==> config.mk <==
export PLATFORM = sky130hd
export DESIGN_NAME = dual_tx_ctrl
export DESIGN_NICKNAME = d
export VERILOG_FILES = /design/src/rtl/tx_pkg.sv /design/src/rtl/tx_baud_div.sv /design/src/rtl/tx_sclk_unit.sv /design/src/rtl/tx_shift_core.sv /design/src/rtl/dual_tx_ctrl.sv
export SDC_FILE = /design/constraint.sdc
export NUM_CORES = 1
export LEC_CHECK = 0
export BUFFER_PORTS_ARGS = -buffer_cell sky130_fd_sc_hd__buf_2
export CAP_MARGIN = 10
export CORE_MARGIN = 2
export CORE_UTILIZATION = 45
export CTS_BUF_LIST = sky130_fd_sc_hd__clkbuf_4 sky130_fd_sc_hd__clkbuf_8
export DETAILED_ROUTE_END_ITERATION = 12
export PLACE_DENSITY = 0.72
export SLEW_MARGIN = 30
export SYNTH_ARGS = -nofsm -noshare
export SYNTH_HDL_FRONTEND = slang
export SYNTH_SLANG_ARGS = --single-unit
==> constraint.sdc <==
create_clock -name clk_i -period 2.85 [get_ports clk_i]
set_clock_uncertainty 0.2 [all_clocks]
set_input_delay 0 -clock clk_i [delete_from_list [all_inputs] [get_ports clk_i]]
set_output_delay 0 -clock clk_i [all_outputs]
set_load 0.02 [all_outputs]
==> src/rtl/tx_pkg.sv <==
package tx_pkg;
  typedef enum logic [1:0] {
    TXM_UART    = 2'd0,
    TXM_SYNC_IN = 2'd1,
    TXM_SYNC_EX = 2'd2
  } tx_mode_e;

  function automatic tx_mode_e decode_mode(input logic uart, input logic ext);
    if (uart) return TXM_UART;
    return ext ? TXM_SYNC_EX : TXM_SYNC_IN;
  endfunction
endpackage

==> src/rtl/tx_baud_div.sv <==
module tx_baud_div #(
  parameter int DIV_W = 4
) (
  input  logic clk_i,
  input  logic rst_ni,
  input  logic en_i,
  output logic tick_o
);
  localparam logic [DIV_W-1:0] CNT_MAX = '1;

  logic [DIV_W-1:0] cnt_q;

  always_ff @(posedge clk_i or negedge rst_ni) begin
    if (!rst_ni)   cnt_q <= '0;
    else if (en_i) cnt_q <= cnt_q + 1'b1;
  end

  assign tick_o = en_i && (cnt_q == CNT_MAX);

  // ticks are at least 2^DIV_W enables apart, so never back to back
  a_r2_no_adjacent_tick: assert property (@(posedge clk_i) disable iff (!rst_ni)
    tick_o |=> !tick_o);
endmodule

==> src/rtl/tx_sclk_unit.sv <==
module tx_sclk_unit #(
  parameter int SYNC_STAGES = 2
) (
  input  logic clk_i,
  input  logic rst_ni,
  input  logic base_en_i,
  input  logic gen_run_i,
  input  logic use_ext_i,
  input  logic ext_sclk_i,
  output logic sclk_o,
  output logic rise_o,
  output logic fall_o
);
  localparam int LAST = SYNC_STAGES - 1;

  // internal clock generator: toggles while running, or to return to high
  logic sclk_q, gen_step;
  assign gen_step = base_en_i && (gen_run_i || !sclk_q);

  always_ff @(posedge clk_i or negedge rst_ni) begin
    if (!rst_ni)       sclk_q <= 1'b1;
    else if (gen_step) sclk_q <= ~sclk_q;
  end

  // external clock synchronizer and edge history
  logic [SYNC_STAGES-1:0] sync_q;
  logic                   hist_q;

  always_ff @(posedge clk_i or negedge rst_ni) begin
    if (!rst_ni) begin
      sync_q <= '1;
      hist_q <= 1'b1;
    end else begin
      sync_q <= {sync_q[LAST-1:0], ext_sclk_i};
      hist_q <= sync_q[LAST];
    end
  end

  logic int_rise, int_fall, ext_rise, ext_fall;
  assign int_rise = gen_step && !sclk_q;
  assign int_fall = gen_step &&  sclk_q;
  assign ext_rise =  sync_q[LAST] && !hist_q;
  assign ext_fall = !sync_q[LAST] &&  hist_q;

  assign sclk_o = sclk_q;
  assign rise_o = use_ext_i ? ext_rise : int_rise;
  assign fall_o = use_ext_i ? ext_fall : int_fall;

  // one edge kind per cycle
  a_r7_single_edge: assert property (@(posedge clk_i) disable iff (!rst_ni)
    $onehot0({rise_o, fall_o}));
  // a stopped generator that rests high stays high
  a_r5_rest_high: assert property (@(posedge clk_i) disable iff (!rst_ni)
    (!gen_run_i && sclk_q) |=> sclk_q);
endmodule

==> src/rtl/tx_shift_core.sv <==
module tx_shift_core #(
  parameter int DATA_W = 8
) (
  input  logic              clk_i,
  input  logic              rst_ni,
  input  logic              wr_i,
  input  logic [DATA_W-1:0] wr_data_i,
  input  logic              uart_i,
  input  logic              step_i,
  output logic              txd_o,
  output logic              busy_o
);
  localparam int FRAME_W = DATA_W + 2;
  localparam int CNT_W   = $clog2(FRAME_W + 1);
  localparam logic [CNT_W-1:0] N_UART = CNT_W'(FRAME_W);
  localparam logic [CNT_W-1:0] N_SYNC = CNT_W'(DATA_W);

  logic [FRAME_W-1:0] sr_q;
  logic [CNT_W-1:0]   cnt_q;
  logic               busy_q, txd_q, uart_q;
  logic [CNT_W-1:0]   n_bits;

  assign n_bits = uart_q ? N_UART : N_SYNC;

  always_ff @(posedge clk_i or negedge rst_ni) begin
    if (!rst_ni) begin
      sr_q   <= '1;
      cnt_q  <= '0;
      busy_q <= 1'b0;
      txd_q  <= 1'b1;
      uart_q <= 1'b0;
    end else if (!busy_q) begin
      if (wr_i) begin
        busy_q <= 1'b1;
        cnt_q  <= '0;
        uart_q <= uart_i;
        sr_q   <= uart_i ? {1'b1, wr_data_i, 1'b0} : {2'b11, wr_data_i};
      end
    end else if (step_i) begin
      if (cnt_q == n_bits) begin
        busy_q <= 1'b0;
        txd_q  <= 1'b1;
      end else begin
        txd_q <= sr_q[0];
        sr_q  <= {1'b1, sr_q[FRAME_W-1:1]};
        cnt_q <= cnt_q + 1'b1;
      end
    end
  end

  assign txd_o  = txd_q;
  assign busy_o = busy_q;

  a_r1_idle_line_high: assert property (@(posedge clk_i) disable iff (!rst_ni)
    !busy_q |-> txd_q);
  a_r8_busy_from_write: assert property (@(posedge clk_i) disable iff (!rst_ni)
    $rose(busy_q) |-> $past(wr_i));
  a_r8_write_ignored: assert property (@(posedge clk_i) disable iff (!rst_ni)
    (busy_q && wr_i && !step_i) |=> ($stable(sr_q) && $stable(cnt_q)));
  a_r3_line_moves_on_step: assert property (@(posedge clk_i) disable iff (!rst_ni)
    $fell(txd_q) |-> $past(step_i));
  a_r9_count_bound: assert property (@(posedge clk_i) disable iff (!rst_ni)
    cnt_q <= N_UART);
endmodule

==> src/rtl/dual_tx_ctrl.sv <==
module dual_tx_ctrl #(
  parameter int DATA_W      = 8,
  parameter int DIV_W       = 4,
  parameter int SYNC_STAGES = 2
) (
  input  logic              clk_i,
  input  logic              rst_ni,
  input  logic              base_en_i,
  input  logic              mode_uart_i,
  input  logic              clk_ext_i,
  input  logic              edge_fall_i,
  input  logic              wr_i,
  input  logic [DATA_W-1:0] wr_data_i,
  input  logic              ext_sclk_i,
  output logic              txd_o,
  output logic              sclk_o,
  output logic              busy_o
);
  import tx_pkg::*;

  tx_mode_e mode;
  logic     tick, rise, fall, step, busy, gen_run;

  assign mode    = decode_mode(mode_uart_i, clk_ext_i);
  assign gen_run = busy && (mode == TXM_SYNC_IN);

  tx_baud_div #(.DIV_W(DIV_W)) i_div (
    .clk_i  (clk_i),
    .rst_ni (rst_ni),
    .en_i   (base_en_i),
    .tick_o (tick)
  );

  tx_sclk_unit #(.SYNC_STAGES(SYNC_STAGES)) i_sclk (
    .clk_i      (clk_i),
    .rst_ni     (rst_ni),
    .base_en_i  (base_en_i),
    .gen_run_i  (gen_run),
    .use_ext_i  (mode == TXM_SYNC_EX),
    .ext_sclk_i (ext_sclk_i),
    .sclk_o     (sclk_o),
    .rise_o     (rise),
    .fall_o     (fall)
  );

  always_comb begin
    unique case (mode)
      TXM_UART: step = tick;
      default:  step = edge_fall_i ? fall : rise;
    endcase
  end

  tx_shift_core #(.DATA_W(DATA_W)) i_core (
    .clk_i     (clk_i),
    .rst_ni    (rst_ni),
    .wr_i      (wr_i),
    .wr_data_i (wr_data_i),
    .uart_i    (mode_uart_i),
    .step_i    (step),
    .txd_o     (txd_o),
    .busy_o    (busy)
  );

  assign busy_o = busy;

  // configuration is held steady for the length of a transfer
  a_r8_cfg_stable: assert property (@(posedge clk_i) disable iff (!rst_ni)
    (busy && $past(busy)) |-> ($stable(mode_uart_i) && $stable(clk_ext_i) && $stable(edge_fall_i)));
  // an external clock never drives the clock pin
  a_r6_pin_quiet_ext: assert property (@(posedge clk_i) disable iff (!rst_ni)
    (mode == TXM_SYNC_EX && sclk_o) |=> sclk_o);
endmodule

==> flow_metrics.py, run 1 <==
metrics = {
    "status": {
        "status": "finished, final reports clean",
    },
    "cells_and_area": {
        "multi_input_area_sq_um": 546,
        "fin_nets": 158,
        "design_area_sq_um": 1490,
        "areaGrowthSynthToFinish_pct": 24.3,
        "regArea_sq_um": 618,
        "final_cell_mix": "buf_2, dlygate4sd3_1, dfstp_2, nand2_1, o21ai_0",
        "drive_above_1_share_pct": 36.0,
        "n_fill_cell": 219,
        "finalNonFillerCells": 169,
        "antenna_cells": 0,
        "final_common_cell": "buf_2",
    },
    "logic_synthesis": {
        "yosysSeqAreaShare_pct": 51.5,
        "yosys_warnings": 0,
        "synthDistinctLibCells": 34,
        "synth_area_leader_cell": "dfstp_2",
        "synth_area_per_cell_sq_um": 11.3,
        "synth.area.top_cells": "dfstp_2, dfrtp_1, mux2_2, mux2i_1, o21ai_0",
        "netlist_instances": 106,
        "ys_ff_latch": 24,
        "syn-cell-area_sq_um": 1200,
        "yosysTopAreaCellShare_pct": 30.6,
        "syn_nets": 124,
    },
    "timing": {
        "rsz0062_at_grt": "no",
        "hold_violations": 0,
        "slew_violations": 0,
        "tns_ns": 0,
        "tightest_slew_ns": 0.592,
        "holdWs_ns": 0.00223,
        "setup_ws_ns": 0.615,
        "fin_crit_sh_pct": 78.4,
        "max_freq_ghz": 0.447,
        "finalCriticalPeriod_ns": 2.24,
        "relSlewSlack_pct": 60.5,
        "setup_viol": 0,
    },
    "floorplan": {
        "start_util_pct": 48.0,
        "die-area_sq_um": 3100,
        "die_height_um": 55.7,
        "ios": 19,
        "num_rows": 18,
        "die_w_um": 55.7,
        "core_sq_um": 2500,
    },
    "global_route": {
        "grt.overflow.total": 0,
        "antenna_found_initial": 0,
        "grt.total_usage_pct": 15.1,
        "grt_pass1_vias": 844,
        "grt_max_degree": 25,
        "grt_pass1_wl_um": 3740,
    },
    "clocking": {
        "cts_sinks": 24,
        "cts_tree": "yes",
        "insertion_delay_ns": 0.31,
        "cts_buffer_depth": 2,
        "cts_buffers": 3,
        "htreeDepth": 1,
        "path_clk_slew_ns": 0.13,
        "clockRootBuffer": "clkbuf_4",
    },
    "critical_path": {
        "worst_ep_arrival_time_ns": 2.29,
        "worstPathRequired_ns": 2.90,
        "start_kind": "register",
        "cp-end-kind": "register",
        "critical_path.startpoint": "i_core.busy_o$_DFF_PN0_",
        "worstPathMaxFanout": 24,
        "worstSetupPathType": "reg2reg",
        "reg2reg_from": "i_core.busy_o$_DFF_PN0_",
    },
    "placed_design": {
        "gp_congestion": 0.780,
        "placed_area_sq_um": 1310,
        "post-place-ws_ns": 0.687,
        "port_buffers": 18,
        "place_inst": 150,
        "dp_hpwl_um": 1480,
    },
    "routing": {
        "drc": 0,
        "vias": 889,
        "dr.pass1.iters": 4,
        "ant_nets": 0,
        "drt_iter0_markers": 24,
        "wl_um": 2200,
        "wl_per_cell_um": 13.0,
        "vias_per_cell": 5.26,
    },
    "power_and_ir_drop": {
        "ir_worst_vdd_v": 0.000561,
        "power_density_nw_per_um2": 756,
        "leakagePower_nw": 0.667,
    },
    "job": {
        "drv_cap": 0,
    },
    "min_path": {
        "min_from": "mode_uart_i",
        "hold_class": "in2reg",
    },
}
[flip-flops by register name, indices dropped and copies added, names as in the netlist]
register,cells
i_div.cnt_q,4
i_sclk.hist_q,1
i_core.cnt_q,4
i_core.busy_o,1
i_core.txd_o,1
i_core.sr_q,9
i_core.uart_q,1
i_sclk.sclk_o,1
i_sclk.sync_q,2
[through the flow]
step,utilization (%),power (mW)
floorplan,-,0.853
global placement,52.3,0.919
detailed placement,52.3,0.942
CTS,59.7,1.14
global route,59.7,1.21
finish,59.7,1.13
[worst max-delay path, cell delays in order, from the launching register on]
cell	delay (ns)
dfrtp_1	0.74
nand2_1	0.16
a21o_1	0.21
a21o_1	0.25
nand2_2	0.24
mux2_2	0.36
[timing repair]
item | in CTS | in global routing
hold buffers | 15 | 0
buffers inserted | 0 | 0
endpoints found under the hold margin | 45 | 0
resized for setup | 0 | 0
[metal layers]
metal	wire length, um	vias up	GRT usage [%]
met1	1140	428	20.1
li1	-	445	-
met5	0	-	0
met3	63	2	4.19
met4	15	0	2.09
met2	983	14	25.0
[layout make-up]
cell class / instances / area share (%)
sequential: 24 / 41.4
multi-input combinational: 74 / 36.5
timing repair buffer: 33 / 16.1
tap: 30 / 2.51
clock buffer: 4 / 2.43
inverter: 4 / 1.01
[final timing paths]
| kind | end | slack [ns] | cells past startpoint |
|---|---|---|---|
| min in group asynchronous | i_div.cnt_q[0]$_DFFE_PN0P_ | 0.45 | 3 |
| max reg2reg | i_core.sr_q[4]$_DFFE_PN1P_ | 0.61 | 5 |
| max in group asynchronous | i_div.cnt_q[1]$_DFFE_PN0P_ | 0.85 | 4 |
| max | i_core.sr_q[4]$_DFFE_PN1P_ | 0.61 | 5 |
| min reg2reg | i_sclk.sync_q[1]$_DFF_PN1_ | 0.17 | 0 |
| min | i_core.uart_q$_DFFE_PN0P_ | 0.002 | 2 |
[Yosys cell counts, drive strengths merged]
library cell	instances
o31ai	1
or2	1
nor2	2
xor2	1
mux2i	7
mux2	10
nor3b	1
a311oi	1
xnor2	3
dfrtp	10
clkbuf	2
or4b	1
o211ai	2
or3	1
a21bo	1
nand2	12
o21ai	11
inv	4
and4bb	1
a21boi	1
a22o	1
a21o	3
nand4	1
nand3	4
buf	2
o22a	1
a31oi	1
nand2b	1
nand3b	1
ha	2
o21a	2
dfstp	14
[kinds of logic after synthesis]
logic type | share of synthesized area [%]
xor gates and xnor gates | 2.92
and+or+nand+nor | 11.5
muxes | 15.2
DFF | 51.5
AOI/OAI and AO/OA | 13.8
adders and majority gates | 2.08
buffers and inverters | 3.12
[power by group]
| group | internal (mW) | total (mW) | switching (mW) |
|---|---|---|---|
| Clock | 0.0780 | 0.179 | 0.101 |
| Sequential | 0.503 | 0.602 | 0.0991 |
| Combinational | 0.191 | 0.347 | 0.156 |
No activity file was read; power rests on OpenSTA's default activity.
==> run 2, diff against run 1 <==
- PLACE_DENSITY: 0.72 -> 0.74
- clock period: 2.85 -> 1.8 ns (I/O delays scaled with it)
==> run 2 against run 1 <==
Against the previous run: the flow now finishes with violations (negative setup slack); clock power grew 47%; via count grew 11%; hold slack gained 0.029 ns; combinational power grew 140%; global-route usage grew 4.5 points; clock-buffer cell count is the same; die area is the same; flip-flop and latch count is the same; critical path depth grew 1; sequential power grew 56%; first-iteration DRC count shrank 33%; largest cell class unchanged.
==> flow_metrics.py, run 2 (same netlist as run 1, synthesis figures left out) <==
metrics = {
    "status": {
        "status": "finished, violations left",
        "violations": "negative setup slack",
    },
    "timing": {
        "setup_viol": 12,
        "max_freq_ghz": 0.510,
        "slew_violations": 0,
        "hold_violations": 0,
        "tightest_slew_ns": 0.347,
        "setup_ws_ns": -0.161,
        "rsz0062_at_grt": "yes",
        "finalCriticalPeriod_ns": 1.96,
        "tns_ns": -1.40,
        "fin_crit_sh_pct": 109,
        "relSlewSlack_pct": 76.9,
    },
    "cells_and_area": {
        "areaGrowthSynthToFinish_pct": 39.2,
        "top_register": "i_core.sr_q",
        "drive_above_1_share_pct": 45.8,
        "reg_top3": "i_core.sr_q x9, i_core.cnt_q x4, i_div.cnt_q x4",
        "final_cell_mix": "buf_2, dlygate4sd3_1, dfstp_2, buf_4, nand2_1",
        "final_common_cell": "buf_2",
        "fin_nets": 172,
        "antenna_cells": 0,
        "largest_register_ffs": 9,
    },
    "min_path": {
        "hold_class": "in2reg",
    },
    "clocking": {
        "htreeDepth": 1,
        "clockRootBuffer": "clkbuf_4",
        "cts_buffers": 3,
        "cts_sinks": 24,
        "cts_buffer_depth": 2,
        "insertion_delay_ns": 0.32,
        "cts_tree": "yes",
        "path_clk_slew_ns": 0.13,
    },
    "critical_path": {
        "reg2reg_slack_ns": -0.16,
        "worst_ep_arrival_time_ns": 2.01,
        "start_kind": "register",
        "worstSetupPathType": "reg2reg",
        "worstPathMaxFanout": 4,
        "worstPathRequired_ns": 1.85,
        "cp-end-kind": "register",
    },
    "power_and_ir_drop": {
        "fin_total_pwr_mw": 2.03,
        "clock_power_share_pct": 13.0,
        "leakagePower_nw": 0.778,
        "combPwrFrac_pct": 40.7,
        "p_int_mw": 1.37,
        "ir_worst_vdd_v": 0.000847,
        "switchingPower_uw": 663,
        "power_density_nw_per_um2": 1220,
        "p_sw_share_pct": 32.6,
        "pwr-share-seq_pct": 46.3,
    },
    "floorplan": {
        "ios": 19,
        "num_rows": 18,
        "die_w_um": 55.7,
        "core_sq_um": 2500,
        "die_height_um": 55.7,
        "start_util_pct": 48.0,
        "die-area_sq_um": 3100,
    },
    "routing": {
        "drt_iter0_markers": 16,
        "vias": 983,
        "vias_per_cell": 5.37,
        "wl_met3_um": 67,
        "drt-met1-wl_um": 1190,
        "wl_per_cell_um": 14.6,
        "dr.pass1.iters": 3,
        "wl_um": 2680,
        "ant_nets": 0,
        "drc": 0,
        "highest_layer": "met4",
        "wl_met2_um": 1330,
    },
    "global_route": {
        "grt_pass1_vias": 1075,
        "grt_max_degree": 18,
        "grt.overflow.total": 0,
        "grt_pass1_wl_um": 4710,
        "antenna_found_initial": 0,
        "grt.total_usage_pct": 19.5,
    },
    "job": {
        "drv_cap": 0,
    },
    "placed_design": {
        "gp_congestion": 0.716,
        "dp_hpwl_um": 1660,
        "port_buffers": 18,
    },
}
[run 2: final timing paths]
kind                                                 start                           to  cells past startpoint
max in group asynchronous                           rst_ni   i_div.cnt_q[1]$_DFFE_PN0P_                      3
worst min register to register  i_sclk.sync_q[0]$_DFF_PN1_   i_sclk.sync_q[1]$_DFF_PN1_                      0
worst max register to register   i_sclk.sclk_o$_DFFE_PN1N_  i_core.cnt_q[3]$_DFFE_PN0P_                      6
worst max-delay path             i_sclk.sclk_o$_DFFE_PN1N_  i_core.cnt_q[3]$_DFFE_PN0P_                      6
worst min-delay path                           mode_uart_i     i_core.txd_o$_DFFE_PN1P_                      5
min in group asynchronous                           rst_ni     i_core.txd_o$_DFFE_PN1P_                      2
[run 2: layout make-up]
cell class	instances	area, sq um
Tap cell	30	37.5
Sequential cell	24	618
Multi-Input combinational cell	74	618
Fill cell	192	828
Clock buffer	4	30.0
Inverter	4	15.0
Timing Repair Buffer	47	353
[run 2: layer usage]
layer	up-vias	GRT usage, %
li1	474	-
met2	19	33.7
met4	0	11.8
met5	-	0
met3	11	4.42
met1	479	21.8
[run 2: timing repair]
item / 4_1_cts / 5_1_grt
cloned: 0 / 0
gates resized for setup: 14 / 6
setup buffers: 3 / 1
hold buffers: 15 / 0
pin swaps: 5 / 5
hold endpoints to repair: 43 / 0
endpoints found under the setup margin: 13 / 13
[run 2: power by group through the flow]
stage	Combinational [mW]	Clock (mW)	Sequential (mW)
after floorplan	0.418	0	0.937
after global placement	0.625	0	0.928
after detailed placement	0.652	0	0.943
after CTS	0.779	0.268	0.937
after global routing	0.918	0.296	0.968
final	0.828	0.264	0.941
[run 2: through the flow]
| step | setup WS (ns) | hold WS (ns) | utilization (%) | instance area, sq um | std cells |
|---|---|---|---|---|---|
| 3_5_place_dp | -0.223 | -0.194 | 55.5 | 1390 | 160 |
| 4_1_cts | -0.186 | 0.0219 | 65.6 | 1640 | 182 |
| 6_report | -0.161 | 0.0316 | 66.9 | 1670 | 183 |
| 2_1_floorplan | -0.231 | -0.496 | - | 1210 | 106 |
| 3_3_place_gp | -0.152 | -0.197 | 55.5 | 1390 | 160 |
| 5_1_grt | -0.232 | 0.0516 | 66.9 | 1670 | 183 |
[run 2: critical path, stage by stage (launching register included)]
cell	delay (ns)
dfstp_2	0.55
and4bb_1	0.18
nand2_1	0.06
a21o_1	0.18
a21o_4	0.24
or3_1	0.33
a21boi_2	0.15
==> run 3, diff against run 2 <==
--- a/config.mk
+++ b/config.mk
@@ -11,3 +11,2 @@
 export CORE_UTILIZATION = 45
-export CTS_BUF_LIST = sky130_fd_sc_hd__clkbuf_4 sky130_fd_sc_hd__clkbuf_8
 export DETAILED_ROUTE_END_ITERATION = 12
==> constraint.sdc (replaced) <==
create_clock -name clk_i -period 1.8 [get_ports clk_i]
set_clock_uncertainty 0.2 [all_clocks]
set_input_delay 0.18 -clock clk_i [delete_from_list [all_inputs] [get_ports clk_i]]
set_output_delay 0.18 -clock clk_i [all_outputs]
set_load 0.02 [all_outputs]
==> run 3 against run 2 <==
Against the previous run: sequential power barely moved; the flow still finishes with violations (negative setup slack); first-iteration DRC count rose by 25%; maximum frequency rose by 1.7%.
==> flow_metrics.py, run 3 (same netlist as run 1, synthesis figures left out) <==
metrics = {
    "timing": {
        "setup_viol": 12,
        "relSlewSlack_pct": 65.5,
        "max_freq_ghz": 0.519,
        "hold_violations": 0,
        "finalCriticalPeriod_ns": 1.93,
        "rsz0062_at_grt": "yes",
        "setup_ws_ns": -0.128,
        "tightest_slew_ns": 0.518,
        "fin_crit_sh_pct": 107,
        "slew_violations": 0,
        "holdWs_ns": 0.0288,
    },
    "global_route": {
        "grt_max_degree": 25,
        "grt.overflow.total": 0,
        "grt_pass1_vias": 931,
        "grt_pass1_wl_um": 4140,
        "antenna_found_initial": 0,
        "grt.total_usage_pct": 17.1,
    },
    "placed_design": {
        "dp_hpwl_um": 1680,
        "port_buffers": 18,
        "gp_congestion": 0.710,
        "post-place-ws_ns": -0.212,
        "placed_area_sq_um": 1390,
        "place_inst": 161,
    },
    "floorplan": {
        "die-area_sq_um": 3100,
        "num_rows": 18,
        "core_sq_um": 2500,
        "ios": 19,
        "die_w_um": 55.7,
        "start_util_pct": 48.0,
        "die_height_um": 55.7,
    },
    "routing": {
        "ant_nets": 0,
        "vias_per_cell": 5.33,
        "wl_um": 2440,
        "drt_iter0_markers": 20,
        "wl_per_cell_um": 14.2,
        "drc": 0,
        "vias": 917,
        "dr.pass1.iters": 4,
    },
    "clocking": {
        "insertion_delay_ns": 0.31,
        "cts_buffers": 3,
        "clockRootBuffer": "clkbuf_4",
        "htreeDepth": 1,
        "path_clk_slew_ns": 0.13,
        "cts_tree": "yes",
        "cts_sinks": 24,
        "cts_buffer_depth": 2,
    },
    "power_and_ir_drop": {
        "switchingPower_uw": 639,
        "fin_total_pwr_mw": 2.01,
        "clock_power_share_pct": 14.3,
        "p_int_mw": 1.37,
        "ir_worst_vdd_v": 0.000742,
        "p_sw_share_pct": 31.9,
        "leakagePower_nw": 0.731,
        "power_density_nw_per_um2": 1290,
        "pwr-share-seq_pct": 46.9,
        "combPwrFrac_pct": 38.8,
    },
    "critical_path": {
        "reg2reg_slack_ns": -0.13,
        "start_kind": "register",
        "cp-end-kind": "register",
        "worstSetupPathType": "reg2reg",
        "reg2reg_from": "i_sclk.sclk_o$_DFFE_PN1N_",
        "worstPathMaxFanout": 3,
        "rr_worst_depth": 6,
        "worstReg2RegEnd": "i_core.cnt_q[3]$_DFFE_PN0P_",
        "worstPathRequired_ns": 1.85,
        "worst_ep_arrival_time_ns": 1.98,
    },
    "cells_and_area": {
        "reg_top3": "i_core.sr_q x9, i_core.cnt_q x4, i_div.cnt_q x4",
        "top_register": "i_core.sr_q",
        "areaGrowthSynthToFinish_pct": 29.9,
        "fin_nets": 161,
        "largest_register_ffs": 9,
        "drive_above_1_share_pct": 47.9,
        "final_cell_mix": "buf_2, dfstp_2, buf_4, nand2_1, dfrtp_1",
        "antenna_cells": 0,
        "finalNonFillerCells": 172,
        "design_area_sq_um": 1560,
        "final_common_cell": "buf_2",
        "n_fill_cell": 202,
    },
    "min_path": {
        "hold_end": "i_core.sr_q[0]$_DFFE_PN1P_",
        "min_path_cells": 3,
        "hold_class": "in2reg",
        "min_from": "wr_data_i[0]",
    },
    "status": {
        "status": "finished, violations left",
        "violations": "negative setup slack",
    },
    "job": {
        "drv_cap": 0,
    },
}
-- run 3: changes by cell type in the layout (fill, tap and decap cells not counted), sizes merged --
cell and delta:
dlygate4sd3 -10, buf -1
-- run 3: per-layer routing --
metal	global-route usage, %	up-vias	routed length, um
met5	0	-	0
met4	8.71	0	29
met3	2.33	2	86
met2	28.2	16	1230
met1	21.7	449	1090
li1	-	450	-
-- run 3: worst max path at each step --
stage                                    from                     endpoint  slack [ns]  cells after the start
finish              i_sclk.sclk_o$_DFFE_PN1N_  i_core.cnt_q[3]$_DFFE_PN0P_       -0.13                      6
CTS                 i_sclk.sclk_o$_DFFE_PN1N_  i_core.cnt_q[3]$_DFFE_PN0P_       -0.17                      6
detailed placement  i_sclk.sclk_o$_DFFE_PN1N_  i_core.cnt_q[3]$_DFFE_PN0P_       -0.21                      6
global route        i_sclk.sclk_o$_DFFE_PN1N_  i_core.cnt_q[2]$_DFFE_PN0P_       -0.25                      7
global placement      i_sclk.hist_q$_DFF_PN1_  i_core.cnt_q[3]$_DFFE_PN0P_       -0.15                      6
floorplan           i_sclk.sclk_o$_DFFE_PN1N_  i_core.cnt_q[3]$_DFFE_PN0P_       -0.23                      7
-- run 3: cell type report --
| class | instances | area, sq um | share of cell area [%] |
|---|---|---|---|
| Tap cell | 30 | 37.5 | 2.41 |
| Clock buffer | 4 | 36.3 | 2.33 |
| Sequential cell | 24 | 618 | 39.6 |
| Inverter | 4 | 15.0 | 0.962 |
| Timing Repair Buffer | 36 | 241 | 15.5 |
| Multi-Input combinational cell | 74 | 612 | 39.2 |
-- run 3: worst max-delay path, cell delays in order, from the launching register on --
cell and delay, ns:
dfstp_2 0.55, and4bb_1 0.20, nand2_2 0.06, a21o_1 0.18
a21o_4 0.23, or3_1 0.32, a21boi_2 0.13
-- run 3: power by group through the flow --
| stage | sequential [mW] | combinational [mW] | clock [mW] |
|---|---|---|---|
| after global routing | 0.965 | 0.863 | 0.310 |
| after CTS | 0.939 | 0.771 | 0.292 |
| after detailed placement | 0.943 | 0.665 | 0 |
| after global placement | 0.928 | 0.626 | 0 |
| final | 0.941 | 0.779 | 0.286 |
| after floorplan | 0.937 | 0.418 | 0 |
-- run 3: stage by stage --
step           util, %  TNS (ns)
2_1_floorplan        -     -1.98
3_3_place_gp      55.8     -1.32
3_5_place_dp      55.8     -1.80
4_1_cts           61.8     -1.64
5_1_grt           62.4     -2.46
6_report          62.4     -1.23
-- run 3: what timing repair did --
action                     in CTS  in global routing
buffers inserted                2                  0
setup endpoints to repair      13                 13
hold endpoints to repair       29                  0
pin swaps                       5                  4
resized for setup              13                  5
hold buffers                    5                  0
